### src/rtl/spi_mac_pkg.sv
package spi_mac_pkg;

  localparam int OFS_CTL  = 'h500;
  localparam int OFS_OLEN = 'h504;
  localparam int OFS_ILEN = 'h508;
  localparam int OFS_MISC = 'h538;
  localparam int OFS_STAT = 'h550;
  localparam int OFS_BUF  = 'h800;

  localparam int CTL_EN   = 3;
  localparam int CTL_TRIG = 2;
  localparam int MISC_SWRST = 28;

  typedef enum logic [3:0] {
    ST_IDLE  = 4'd0,
    ST_SHIFT = 4'd1,
    ST_GAP   = 4'd2
  } eng_state_e;

endpackage

### src/rtl/spi_mac_buffer.sv
module spi_mac_buffer #(
  parameter int BUF_BYTES = 128,
  localparam int WORDS  = BUF_BYTES / 4,
  localparam int WIDX_W = $clog2(WORDS),
  localparam int PTR_W  = $clog2(BUF_BYTES)
) (
  input  logic              clk,
  input  logic              rst_n,
  input  logic              cpu_we,
  input  logic [WIDX_W-1:0] cpu_widx,
  input  logic [31:0]       cpu_wdata,
  output logic [31:0]       cpu_rdata,
  input  logic [PTR_W-1:0]  eng_ridx,
  output logic [7:0]        eng_rdata,
  input  logic              eng_we,
  input  logic [PTR_W-1:0]  eng_widx,
  input  logic [7:0]        eng_wdata
);

  logic [BUF_BYTES*8-1:0] flat;

  for (genvar w = 0; w < WORDS; w++) begin : g_word
    logic [31:0] word_q;
    logic [31:0] word_d;
    logic        word_en;

    always_comb begin
      word_d  = word_q;
      word_en = 1'b0;
      for (int b = 0; b < 4; b++) begin
        if (eng_we && (eng_widx == PTR_W'(w * 4 + b))) begin
          word_d[8*b +: 8] = eng_wdata;
          word_en          = 1'b1;
        end else if (cpu_we && (cpu_widx == WIDX_W'(w))) begin
          word_d[8*b +: 8] = cpu_wdata[8*b +: 8];
          word_en          = 1'b1;
        end
      end
    end

    always_ff @(posedge clk or negedge rst_n) begin
      if (!rst_n) begin
        word_q <= '0;
      end else if (word_en) begin
        word_q <= word_d;
      end
    end

    assign flat[32*w +: 32] = word_q;
  end

  assign cpu_rdata = flat[32*cpu_widx_r +: 32];
  assign eng_rdata = flat[8*eng_ridx +: 8];

  logic [WIDX_W-1:0] cpu_widx_r;
  assign cpu_widx_r = cpu_widx;

endmodule

### src/rtl/spi_mac_engine.sv
module spi_mac_engine
  import spi_mac_pkg::*;
#(
  parameter int BUF_BYTES = 128,
  parameter int LEN_W     = 8,
  parameter int DESEL_W   = 5,
  localparam int PTR_W    = $clog2(BUF_BYTES),
  localparam int SUM_W    = LEN_W + 1
) (
  input  logic               clk,
  input  logic               rst_n,
  input  logic               trig_req,
  input  logic               soft_rst,
  input  logic [LEN_W-1:0]   out_len,
  input  logic [LEN_W-1:0]   in_len,
  input  logic [DESEL_W-1:0] desel_cyc,
  output logic [PTR_W-1:0]   rd_idx,
  input  logic [7:0]         rd_byte,
  output logic               wr_en,
  output logic [PTR_W-1:0]   wr_idx,
  output logic [7:0]         wr_byte,
  output logic               accept,
  output logic               busy,
  output logic [3:0]         state_code,
  output logic               sck,
  output logic               cs_n,
  output logic               mosi,
  input  logic               miso
);

  localparam logic [SUM_W-1:0] BUF_LIM = SUM_W'(BUF_BYTES);

  eng_state_e         st_q, st_d;
  logic [PTR_W-1:0]   pos_q, pos_d;
  logic [2:0]         bit_q, bit_d;
  logic               ph_q, ph_d;
  logic [7:0]         tx_q, tx_d;
  logic [7:0]         rx_q, rx_d;
  logic [DESEL_W-1:0] gap_q, gap_d;
  logic               busy_q, busy_d;
  logic               cs_n_q, cs_n_d;
  logic               sck_q, sck_d;

  logic [SUM_W-1:0] total;
  logic [SUM_W-1:0] pos_ext;
  logic [SUM_W-1:0] olen_ext;
  logic [7:0]       rx_full;
  logic             last_byte;
  logic             next_is_out;

  assign total       = SUM_W'(out_len) + SUM_W'(in_len);
  assign pos_ext     = SUM_W'(pos_q);
  assign olen_ext    = SUM_W'(out_len);
  assign rx_full     = {rx_q[6:0], miso};
  assign last_byte   = (pos_ext + SUM_W'(1)) == total;
  assign next_is_out = (pos_ext + SUM_W'(1)) < olen_ext;

  assign accept = trig_req && (st_q == ST_IDLE) && (total != '0) && (total <= BUF_LIM);

  assign rd_idx  = (st_q == ST_SHIFT) ? (pos_q + PTR_W'(1)) : '0;
  assign wr_en   = (st_q == ST_SHIFT) && ph_q && (bit_q == 3'd7) && (pos_ext >= olen_ext);
  assign wr_idx  = pos_q;
  assign wr_byte = rx_full;

  always_comb begin
    st_d   = st_q;
    pos_d  = pos_q;
    bit_d  = bit_q;
    ph_d   = ph_q;
    tx_d   = tx_q;
    rx_d   = rx_q;
    gap_d  = gap_q;
    busy_d = busy_q;
    cs_n_d = cs_n_q;
    sck_d  = sck_q;
    if (soft_rst) begin
      st_d   = ST_IDLE;
      busy_d = 1'b0;
      cs_n_d = 1'b1;
      sck_d  = 1'b0;
      ph_d   = 1'b0;
      tx_d   = '0;
    end else begin
      unique case (st_q)
        ST_IDLE: begin
          if (accept) begin
            st_d   = ST_SHIFT;
            busy_d = 1'b1;
            cs_n_d = 1'b0;
            pos_d  = '0;
            bit_d  = '0;
            ph_d   = 1'b0;
            tx_d   = (out_len != '0) ? rd_byte : 8'h00;
          end
        end
        ST_SHIFT: begin
          if (!ph_q) begin
            ph_d  = 1'b1;
            sck_d = 1'b1;
          end else begin
            ph_d  = 1'b0;
            sck_d = 1'b0;
            rx_d  = rx_full;
            if (bit_q == 3'd7) begin
              if (last_byte) begin
                st_d   = ST_GAP;
                cs_n_d = 1'b1;
                gap_d  = desel_cyc;
                tx_d   = '0;
              end else begin
                pos_d = pos_q + PTR_W'(1);
                bit_d = '0;
                tx_d  = next_is_out ? rd_byte : 8'h00;
              end
            end else begin
              bit_d = bit_q + 3'd1;
              tx_d  = {tx_q[6:0], 1'b0};
            end
          end
        end
        ST_GAP: begin
          if (gap_q == '0) begin
            st_d   = ST_IDLE;
            busy_d = 1'b0;
          end else begin
            gap_d = gap_q - DESEL_W'(1);
          end
        end
        default: st_d = ST_IDLE;
      endcase
    end
  end

  always_ff @(posedge clk or negedge rst_n) begin
    if (!rst_n) begin
      st_q   <= ST_IDLE;
      pos_q  <= '0;
      bit_q  <= '0;
      ph_q   <= 1'b0;
      tx_q   <= '0;
      rx_q   <= '0;
      gap_q  <= '0;
      busy_q <= 1'b0;
      cs_n_q <= 1'b1;
      sck_q  <= 1'b0;
    end else begin
      st_q   <= st_d;
      pos_q  <= pos_d;
      bit_q  <= bit_d;
      ph_q   <= ph_d;
      tx_q   <= tx_d;
      rx_q   <= rx_d;
      gap_q  <= gap_d;
      busy_q <= busy_d;
      cs_n_q <= cs_n_d;
      sck_q  <= sck_d;
    end
  end

  assign busy       = busy_q;
  assign state_code = st_q;
  assign sck        = sck_q;
  assign cs_n       = cs_n_q;
  assign mosi       = tx_q[7];

  AST_SCK_LOW_DESELECTED: assert property (@(posedge clk) disable iff (!rst_n)
    cs_n_q |-> !sck_q);

  AST_MOSI_AFTER_FALL: assert property (@(posedge clk) disable iff (!rst_n)
    (!cs_n_q && !$past(cs_n_q) && (mosi != $past(mosi))) |-> $past(sck_q));

  AST_CS_LOW_WHILE_SHIFT: assert property (@(posedge clk) disable iff (!rst_n)
    (st_q == ST_SHIFT) |-> !cs_n_q);

  AST_GAP_CS_HIGH: assert property (@(posedge clk) disable iff (!rst_n)
    (st_q == ST_GAP) |-> (cs_n_q && busy_q));

  AST_IDLE_WHEN_DONE: assert property (@(posedge clk) disable iff (!rst_n)
    !busy_q |-> (st_q == ST_IDLE));

endmodule

### src/rtl/spi_mac_regs.sv
module spi_mac_regs
  import spi_mac_pkg::*;
#(
  parameter int ADDR_W    = 12,
  parameter int BUF_BYTES = 128,
  parameter int LEN_W     = 8,
  parameter int DESEL_W   = 5,
  localparam int BUF_AW   = $clog2(BUF_BYTES),
  localparam int WIDX_W   = BUF_AW - 2,
  localparam int HI_W     = ADDR_W - BUF_AW
) (
  input  logic               clk,
  input  logic               rst_n,
  input  logic               reg_we,
  input  logic [ADDR_W-1:0]  reg_addr,
  input  logic [31:0]        reg_wdata,
  output logic [31:0]        reg_rdata,
  output logic               buf_we,
  output logic [WIDX_W-1:0]  buf_widx,
  input  logic [31:0]        buf_rdata,
  output logic               trig_req,
  output logic               soft_rst,
  output logic [LEN_W-1:0]   out_len,
  output logic [LEN_W-1:0]   in_len,
  output logic [DESEL_W-1:0] desel_cyc,
  input  logic               accept,
  input  logic               busy,
  input  logic [3:0]         state_code
);

  localparam logic [HI_W-1:0] BUF_TAG = HI_W'(OFS_BUF >> BUF_AW);

  logic hit_ctl, hit_olen, hit_ilen, hit_misc, hit_stat, hit_buf;
  logic wr_ctl, wr_olen, wr_ilen, wr_misc;

  logic               en_q, en_d;
  logic               ready_q, ready_d;
  logic [LEN_W-1:0]   olen_q, ilen_q;
  logic [1:0]         rdlat_q, latch_q;
  logic [DESEL_W-1:0] desel_q;
  logic [31:0]        misc_rd;

  assign hit_ctl  = reg_addr == ADDR_W'(OFS_CTL);
  assign hit_olen = reg_addr == ADDR_W'(OFS_OLEN);
  assign hit_ilen = reg_addr == ADDR_W'(OFS_ILEN);
  assign hit_misc = reg_addr == ADDR_W'(OFS_MISC);
  assign hit_stat = reg_addr == ADDR_W'(OFS_STAT);
  assign hit_buf  = reg_addr[ADDR_W-1:BUF_AW] == BUF_TAG;

  assign wr_ctl  = reg_we && hit_ctl;
  assign wr_olen = reg_we && hit_olen;
  assign wr_ilen = reg_we && hit_ilen;
  assign wr_misc = reg_we && hit_misc;

  assign buf_we   = reg_we && hit_buf;
  assign buf_widx = reg_addr[BUF_AW-1:2];

  assign trig_req = wr_ctl && reg_wdata[CTL_EN] && reg_wdata[CTL_TRIG];
  assign soft_rst = wr_misc && reg_wdata[MISC_SWRST];

  always_comb begin
    en_d    = wr_ctl ? reg_wdata[CTL_EN] : en_q;
    ready_d = ready_q;
    if (soft_rst) begin
      ready_d = 1'b0;
    end else if (accept) begin
      ready_d = 1'b1;
    end else if (wr_ctl && !reg_wdata[CTL_EN]) begin
      ready_d = 1'b0;
    end
  end

  always_ff @(posedge clk or negedge rst_n) begin
    if (!rst_n) begin
      en_q    <= 1'b0;
      ready_q <= 1'b0;
    end else begin
      en_q    <= en_d;
      ready_q <= ready_d;
    end
  end

  always_ff @(posedge clk or negedge rst_n) begin
    if (!rst_n) begin
      olen_q <= '0;
    end else if (wr_olen) begin
      olen_q <= reg_wdata[LEN_W-1:0];
    end
  end

  always_ff @(posedge clk or negedge rst_n) begin
    if (!rst_n) begin
      ilen_q <= '0;
    end else if (wr_ilen) begin
      ilen_q <= reg_wdata[LEN_W-1:0];
    end
  end

  always_ff @(posedge clk or negedge rst_n) begin
    if (!rst_n) begin
      rdlat_q <= '0;
      latch_q <= '0;
      desel_q <= '0;
    end else if (wr_misc) begin
      rdlat_q <= reg_wdata[26:25];
      latch_q <= reg_wdata[9:8];
      desel_q <= reg_wdata[DESEL_W-1:0];
    end
  end

  always_comb begin
    misc_rd                = '0;
    misc_rd[26:25]         = rdlat_q;
    misc_rd[9:8]           = latch_q;
    misc_rd[DESEL_W-1:0]   = desel_q;
  end

  always_comb begin
    reg_rdata = '0;
    if (hit_ctl) begin
      reg_rdata[CTL_EN] = en_q;
      reg_rdata[1]      = ready_q;
      reg_rdata[0]      = busy;
    end else if (hit_olen) begin
      reg_rdata[LEN_W-1:0] = olen_q;
    end else if (hit_ilen) begin
      reg_rdata[LEN_W-1:0] = ilen_q;
    end else if (hit_misc) begin
      reg_rdata = misc_rd;
    end else if (hit_stat) begin
      reg_rdata[3:0] = state_code;
    end else if (hit_buf) begin
      reg_rdata = buf_rdata;
    end
  end

  assign out_len   = olen_q;
  assign in_len    = ilen_q;
  assign desel_cyc = desel_q;

  AST_READY_ON_START: assert property (@(posedge clk) disable iff (!rst_n)
    $rose(busy) |-> ready_q);

  AST_SWRST_IDLE: assert property (@(posedge clk) disable iff (!rst_n)
    soft_rst |=> (!ready_q && !busy && (state_code == 4'd0)));

  AST_NO_START_DISABLED: assert property (@(posedge clk) disable iff (!rst_n)
    (wr_ctl && !reg_wdata[CTL_EN]) |=> !$rose(busy));

endmodule

### src/rtl/spi_macro_engine.sv
module spi_macro_engine #(
  parameter int ADDR_W    = 12,
  parameter int BUF_BYTES = 128,
  parameter int LEN_W     = 8,
  parameter int DESEL_W   = 5
) (
  input  logic              clk,
  input  logic              rst_n,
  input  logic              reg_we,
  input  logic [ADDR_W-1:0] reg_addr,
  input  logic [31:0]       reg_wdata,
  output logic [31:0]       reg_rdata,
  output logic              spi_sck,
  output logic              spi_cs_n,
  output logic              spi_mosi,
  input  logic              spi_miso
);

  localparam int PTR_W  = $clog2(BUF_BYTES);
  localparam int WIDX_W = PTR_W - 2;

  logic               buf_we;
  logic [WIDX_W-1:0]  buf_widx;
  logic [31:0]        buf_rdata;
  logic               trig_req, soft_rst, accept, busy;
  logic [LEN_W-1:0]   out_len, in_len;
  logic [DESEL_W-1:0] desel_cyc;
  logic [3:0]         state_code;
  logic [PTR_W-1:0]   eng_ridx, eng_widx;
  logic [7:0]         eng_rbyte, eng_wbyte;
  logic               eng_we;

  spi_mac_regs #(
    .ADDR_W(ADDR_W), .BUF_BYTES(BUF_BYTES), .LEN_W(LEN_W), .DESEL_W(DESEL_W)
  ) u_regs (
    .clk(clk), .rst_n(rst_n),
    .reg_we(reg_we), .reg_addr(reg_addr), .reg_wdata(reg_wdata), .reg_rdata(reg_rdata),
    .buf_we(buf_we), .buf_widx(buf_widx), .buf_rdata(buf_rdata),
    .trig_req(trig_req), .soft_rst(soft_rst),
    .out_len(out_len), .in_len(in_len), .desel_cyc(desel_cyc),
    .accept(accept), .busy(busy), .state_code(state_code)
  );

  spi_mac_buffer #(.BUF_BYTES(BUF_BYTES)) u_buf (
    .clk(clk), .rst_n(rst_n),
    .cpu_we(buf_we), .cpu_widx(buf_widx), .cpu_wdata(reg_wdata), .cpu_rdata(buf_rdata),
    .eng_ridx(eng_ridx), .eng_rdata(eng_rbyte),
    .eng_we(eng_we), .eng_widx(eng_widx), .eng_wdata(eng_wbyte)
  );

  spi_mac_engine #(
    .BUF_BYTES(BUF_BYTES), .LEN_W(LEN_W), .DESEL_W(DESEL_W)
  ) u_eng (
    .clk(clk), .rst_n(rst_n),
    .trig_req(trig_req), .soft_rst(soft_rst),
    .out_len(out_len), .in_len(in_len), .desel_cyc(desel_cyc),
    .rd_idx(eng_ridx), .rd_byte(eng_rbyte),
    .wr_en(eng_we), .wr_idx(eng_widx), .wr_byte(eng_wbyte),
    .accept(accept), .busy(busy), .state_code(state_code),
    .sck(spi_sck), .cs_n(spi_cs_n), .mosi(spi_mosi), .miso(spi_miso)
  );

endmodule

### config.mk
export PLATFORM = sky130hd
export DESIGN_NAME = spi_macro_engine
export DESIGN_NICKNAME = d
export VERILOG_FILES = /design/src/rtl/spi_mac_pkg.sv /design/src/rtl/spi_mac_buffer.sv /design/src/rtl/spi_mac_engine.sv /design/src/rtl/spi_mac_regs.sv /design/src/rtl/spi_macro_engine.sv
export SDC_FILE = /design/constraint.sdc
export NUM_CORES = 2
export LEC_CHECK = 0
export BUFFER_PORTS_ARGS = -buffer_cell sky130_fd_sc_hd__buf_4
export CORE_ASPECT_RATIO = 1.5
export CORE_MARGIN = 1
export CORE_UTILIZATION = 45
export CTS_CLUSTER_DIAMETER = 50
export DETAILED_ROUTE_END_ITERATION = 10
export MAX_ROUTING_LAYER = met4
export PLACE_DENSITY = 0.71
export SETUP_SLACK_MARGIN = 0.02
export SYNTH_ARGS = -nofsm -noshare
export SYNTH_HDL_FRONTEND = slang
export SYNTH_SLANG_ARGS = --single-unit
### constraint.sdc
create_clock -name clk -period 5.1 [get_ports clk]
set_clock_uncertainty 0.15 [all_clocks]
set_input_delay 1.275 -clock clk [delete_from_list [all_inputs] [get_ports clk]]
set_output_delay 1.275 -clock clk [all_outputs]
set_load 0.05 [all_outputs]
# Word-level counts from Yosys, hierarchy flattened
# Cells that the tools add are included.
totals:
  elab_cells: 1266
  reg_bits: 1089
  inputBits: 48
  out_inout_bits: 35
op_classes:
  reduce_logical: 453
  bitwise_logic: 1
  n_shift: 2
  order_cmp: 3
  addsub: 5
  n_eq_ne: 180
  muxes: 477
ops:
  columns: ["cell", "count"]
  rows:
  - ["$mux W8", 265]
  - ["$shiftx A1024 B11 Y32", 1]
  - ["$shiftx A1024 B11 Y8", 1]
  - ["$eq A7 B7 Y1 const B", 64]
  - ["$reduce_bool A2 Y1", 131]
  - ["$reduce_and A2 Y1", 129]
  - ["$eq A7 B6 Y1 const B", 32]
  - ["$mux W1", 177]
  - ["$logic_and A1 B1 Y1", 175]
  - ["$eq A7 B5 Y1 const B", 16]
  - ["$eq A5 B5 Y1 const B", 17]
  - ["$mux W32", 2]
  - ["$eq A12 B11 Y1 const B", 5]
  - ["$eq A7 B4 Y1 const B", 8]
  - ["$mux W28", 2]
  - ["$mux W24", 2]
  - ["$eq A5 B4 Y1 const B", 8]
  - ["$mux W7", 5]
  - ["$eq A7 B3 Y1 const B", 4]
  - ["$mux W4", 7]
  - ["$eq A5 B3 Y1 const B", 4]
  - ["$mux W5", 4]
  - ["$pmux W8 S2", 1]
  - ["$reduce_and A5 Y1", 3]
  - ["other kinds (37)", 58]

# Logic depth before layout (Yosys ltp)
logic_depth:
  word_depth: 11
  mapped_depth: 19
  depth_no_buf: 11

# Modules after synthesis
# From an unflattened synthesis, not the netlist that was laid out.
hier_totals:
  cells_unflattened: 6153
  hier_area_um2: 68560.8
by_module_without_submodules:
  columns: ["module", "seq_area_each_um2", "cells_each", "area_each_um2", "instances"]
  rows:
  - ["spi_mac_buffer", 25624.6, 5678, 63870.0, 1]
  - ["spi_mac_engine", 902.1, 301, 2934.1, 1]
  - ["spi_mac_regs", 675.6, 174, 1756.7, 1]

# Worst setup path after synthesis
# OpenSTA, ideal clock, no wires.
synth_path:
  kind: "in2out"
  start: "in reg_addr[2]"
  end: "out reg_rdata[0]"
  required_time_ps: 3675
  cell_stages: 9
  path_buffers: 4
  setup_slack_ps: -559
  arrival_ps: 4234
  cell_sequence: "clkbuf_1 -> buf_2 -> buf_2 -> buf_2 -> nor4_1 -> nand2_1 -> nand2_1 -> a2111oi_0 -> o21ai_0"
synth_between:
  elab_chain_len: 7
  word_cells_on_any_way: 12
  classes_between: "eq/ne: 5; shift: 1; mux: 6"
synth_rtl:
  columns: ["element", "line_no", "text"]
  rows:
  - ["start: declaration", "spi_macro_engine.sv:10", "input logic [ADDR_W-1:0] reg_addr,"]
  - ["$shiftx A1024 B11 Y32", "spi_mac_buffer.sv:52", "assign cpu_rdata = flat[32*cpu_widx_r +: 32];"]
  - ["$mux W32", "spi_mac_regs.sv:132", "end else if (hit_buf) begin"]
  - ["$mux W4", "spi_mac_regs.sv:130", "end else if (hit_stat) begin"]
  - ["$mux W32", "spi_mac_regs.sv:128", "end else if (hit_misc) begin"]
  - ["$mux W8", "spi_mac_regs.sv:126", "end else if (hit_ilen) begin"]
  - ["$mux W8", "spi_mac_regs.sv:124", "end else if (hit_olen) begin"]
  - ["$mux W2 (*)", "spi_mac_regs.sv:120", "if (hit_ctl) begin"]
  - ["end: declaration", "spi_macro_engine.sv:12", "output logic [31:0] reg_rdata,"]
# Every way passes the cells marked *; elsewhere a longest branch is shown, timed or not.

# Worst setup path in the final report
layout_path:
  start: "in reg_addr[2]"
  end: "out reg_rdata[3]"
layout_between:
  elab_chain_len: 7
  word_cells_on_any_way: 12
  classes_between: "eq/ne: 5; shift: 1; mux: 6"
layout_rtl:
  columns: ["element", "line_no"]
  rows:
  - ["$shiftx A1024 B11 Y32", "spi_mac_buffer.sv:52"]
  - ["$mux W32", "spi_mac_regs.sv:132"]
  - ["$mux W4", "spi_mac_regs.sv:130"]
  - ["$mux W32", "spi_mac_regs.sv:128"]
  - ["$mux W8", "spi_mac_regs.sv:126"]
  - ["$mux W8", "spi_mac_regs.sv:124"]
  - ["$mux W1 (*)", "spi_mac_regs.sv:120"]
# Marks and branches as above.

==> flow_summary.yaml <==
placement:
  hpwl_mm: 264
  gp_congestion: 1.14
  placed_cell_area_mm2: 0.0791
  numPortBuffers: 82
  placed_cells: 8363
  post-place-ws_ps: -652
yosys:
  syn_avg_cell_area_um2: 11.5
  syn_nets: 6505
  synth_top_cells_by_count: "mux2_2, dfrtp_1, clkbuf_1"
  synth_mux_area_share_pct: 41.8
  synthMostInstantiatedCell: "mux2_2"
  syn_inst: 6422
  synth_top_family_by_area: "multiplexers"
  ys.flop_type: "dfrtp_1"
  synth_largest_area_cell: "dfrtp_1"
  yosysTopAreaCellShare_pct: 36.8
  ys_seq_area_share_pct: 36.8
  synth_compound_area_share_pct: 7.28
  ys_seq_elements: 1087
  yosysWarnings: 0
  synth-adder-area-share_pct: 0.603
  yosys.area_share.simple_pct: 9.15
  synth_xor_area_share_pct: 0.297
  synth_edf_count: 0
  synth-async-reset-ratio_pct: 100
  syn-cell-area_mm2: 0.0738
  synth.distinct_cells: 93
  synthTopCellsByArea: "dfrtp_1, mux2_2, mux4_2"
cts:
  h-tree-depth: 4
  path_clk_slew_ps: 60
  clock_path_buffers: 3
  insertion_delay_ps: 820
  cts_root_buffer: "clkbuf_16"
  cts_sinks: 1087
  ctsHoldBuffers: 0
  cts_buffers: 131
  cts_tree: "done"
grt:
  grt-ovfl-total: 0
  antenna_found_initial: 45
  grt_start_max_net_pins: 131
  grt_use_total_pct: 46.7
  grt_pass1_wl_mm: 520
  grt_pass1_vias: 60800
route:
  drtIter0Drc: 8725
  vias_per_cell: 7.23
  ant_nets: 0
  routed_wl_mm: 377
  wire_per_inst_um: 43.5
  vias: 62700
  route.detailed.drc: 0
  drt_pass1_iterations: 7
power:
  total_leakage_power_uw: 0.0367
  power_uw: 29200
  p_per_area_mw_per_mm2: 346
  ir_drop_mv: 0.400
outcome:
  status: "complete, but fails checks"
  violations: "max-capacitance violations, max-slew violations, negative setup slack"
worst_hold_path:
  min_from: "u_eng.tx_q[0]$_DFFE_PN0P_"
  whs_path_depth: 2
  hold_class: "reg2reg"
  hold_path_end: "u_eng.tx_q[0]$_DFFE_PN0P_"
timing:
  worst_slack_ps: -48.4
  max-slew-margin-rel_pct: -0.590
  final_hold_viol_count: 0
  finalCritPeriodShare_pct: 101
  worstMarginPinSlew_ps: 1500
  rsz0062_at_grt: "true"
  final_max_slew_viol_count: 1
  period_needed_ps: 5150
  setup_viol: 5
  fmax_mhz: 194
die:
  start_util_pct: 45.4
  die_w_um: 333
  fp.coreArea_mm2: 0.163
  die_y_um: 498
  io_pins: 83
  die_area_mm2: 0.166
  std_cell_rows: 181
layout:
  stdcell_area_mm2: 0.0846
  drive_gt1_share_pct: 47.3
  final_cells: 8673
  area_growth_pct: 14.7
  final_nets: 6519
flow_run:
  drv_cap: 1
setup_path:
  crit_path_max_fanout: 6
  rr_worst_depth: 14
  r2r_start: "u_eng.state_code[1]$_DFFE_PN0P_"
  r2r_slack_ps: 210
  start_kind: "input pin"
  reg2reg_to: "u_eng.tx_q[3]$_DFFE_PN0P_"
  crit_type: "in2out"
  arrival_ps: 3720
  cp-end-kind: "output pin"
  required_ps: 3670
per-stage QoR:
stage	hold slack, ps	util [%]	TNS, ps
floorplan	300	-	-551
global placement	317	48.6	-6000
detailed placement	335	48.6	-6930
CTS	348	51.8	-160
global route	368	52.0	-182
finish	345	52.1	-82.8
worst max path at each step:
stage	from	to	slack, ps
6_report	reg_addr[2]	reg_rdata[3]	-50
5_1_grt	reg_addr[2]	reg_rdata[22]	-40
4_1_cts	reg_addr[2]	reg_rdata[22]	-40
3_5_place_dp	reg_addr[2]	reg_rdata[8]	-650
3_3_place_gp	reg_addr[2]	reg_rdata[8]	-610
2_1_floorplan	reg_addr[2]	reg_rdata[0]	-180
critical path: stages:
cell,delay (ps)
buf_16,140
buf_12,160
buf_4,120
mux4_2,530
mux4_2,600
mux2i_4,250
nor2_2,60
a2111oi_2,210
buf_4,160
a21oi_2,30
buf_6,160
where the power goes:
group | switching (µW) | internal [µW] | total (µW)
Sequential | 451 | 8860 | 9310
Combinational | 7250 | 2760 | 10000
Clock | 4190 | 5730 | 9920
sequential cells by signal, indices dropped and copies added (netlist names), 2 cells and up:
signal / count
u_buf.g_word.word_q: 1024
u_eng.tx_q: 8
u_regs.in_len: 8
u_regs.out_len: 8
u_eng.rx_q: 7
u_eng.wr_idx: 7
u_eng.gap_q: 5
u_regs.desel_cyc: 5
u_eng.bit_q: 3
u_eng.state_code: 2
u_regs.latch_q: 2
u_regs.rdlat_q: 2
layout by cell type (no fill, tap or decap), types with 19 or more instances in the layout:
master     Yosys  final
a211oi_1     124    124
a21oi_1      313    311
a221oi_1      25     25
a311oi_1      31     30
a31oi_1       82     80
and2_1        52     51
and3b_1       22     22
buf_12         0     76
buf_4          3    463
buf_6          0     33
clkbuf_16      0    145
dfrtp_1     1086   1078
diode_2        0     36
ha_1          34     33
inv_1         36     34
mux2_2      1707   1707
mux2i_1      348    334
mux4_2       360    360
nand2_1      515    508
nand3_1      124    123
nand4_1       19     19
nor2_1        83     49
nor2_2         1     22
nor2b_1       48     47
nor3_1       221    217
nor4_2        80     81
o21ai_0       89     81
or2_2         26     26
or4_1         19     19
kinds of logic after synthesis:
kind of cell / after synthesis
multiplexers: 2419
buffers and inverters: 753
AND/OR/NAND/NOR: 1283
XOR/XNOR: 18
AO/OA/AOI/OAI: 827
flip-flops: 1087
adder cells (fa/ha/maj): 35
final cells by class:
cell class | count | area (µm²)
Tap cell | 2104 | 2630
Antenna cell | 36 | 90.1
Sequential cell | 1087 | 27200
Clock inverter | 56 | 614
Fill cell | 14200 | 78000
Inverter | 37 | 140
Multi-Input combinational cell | 4582 | 44100
Timing Repair Buffer | 597 | 6030
Clock buffer | 174 | 3800
repair_timing:
action,4_1_cts,5_1_grt
cloned,10,4
resized for setup,54,36
setup endpoints to repair,31,29
endpoints found under the hold margin,0,0
setup buffers,24,12
pin swaps,2,2
routing by layer:
metal  wire length [µm]  GRT usage [%]
met5                  0              -
met4              47100           43.9
met3              36600           11.8
met2             167000           68.5
met1             126000           51.7
No activity file was read; power rests on OpenSTA's default activity.
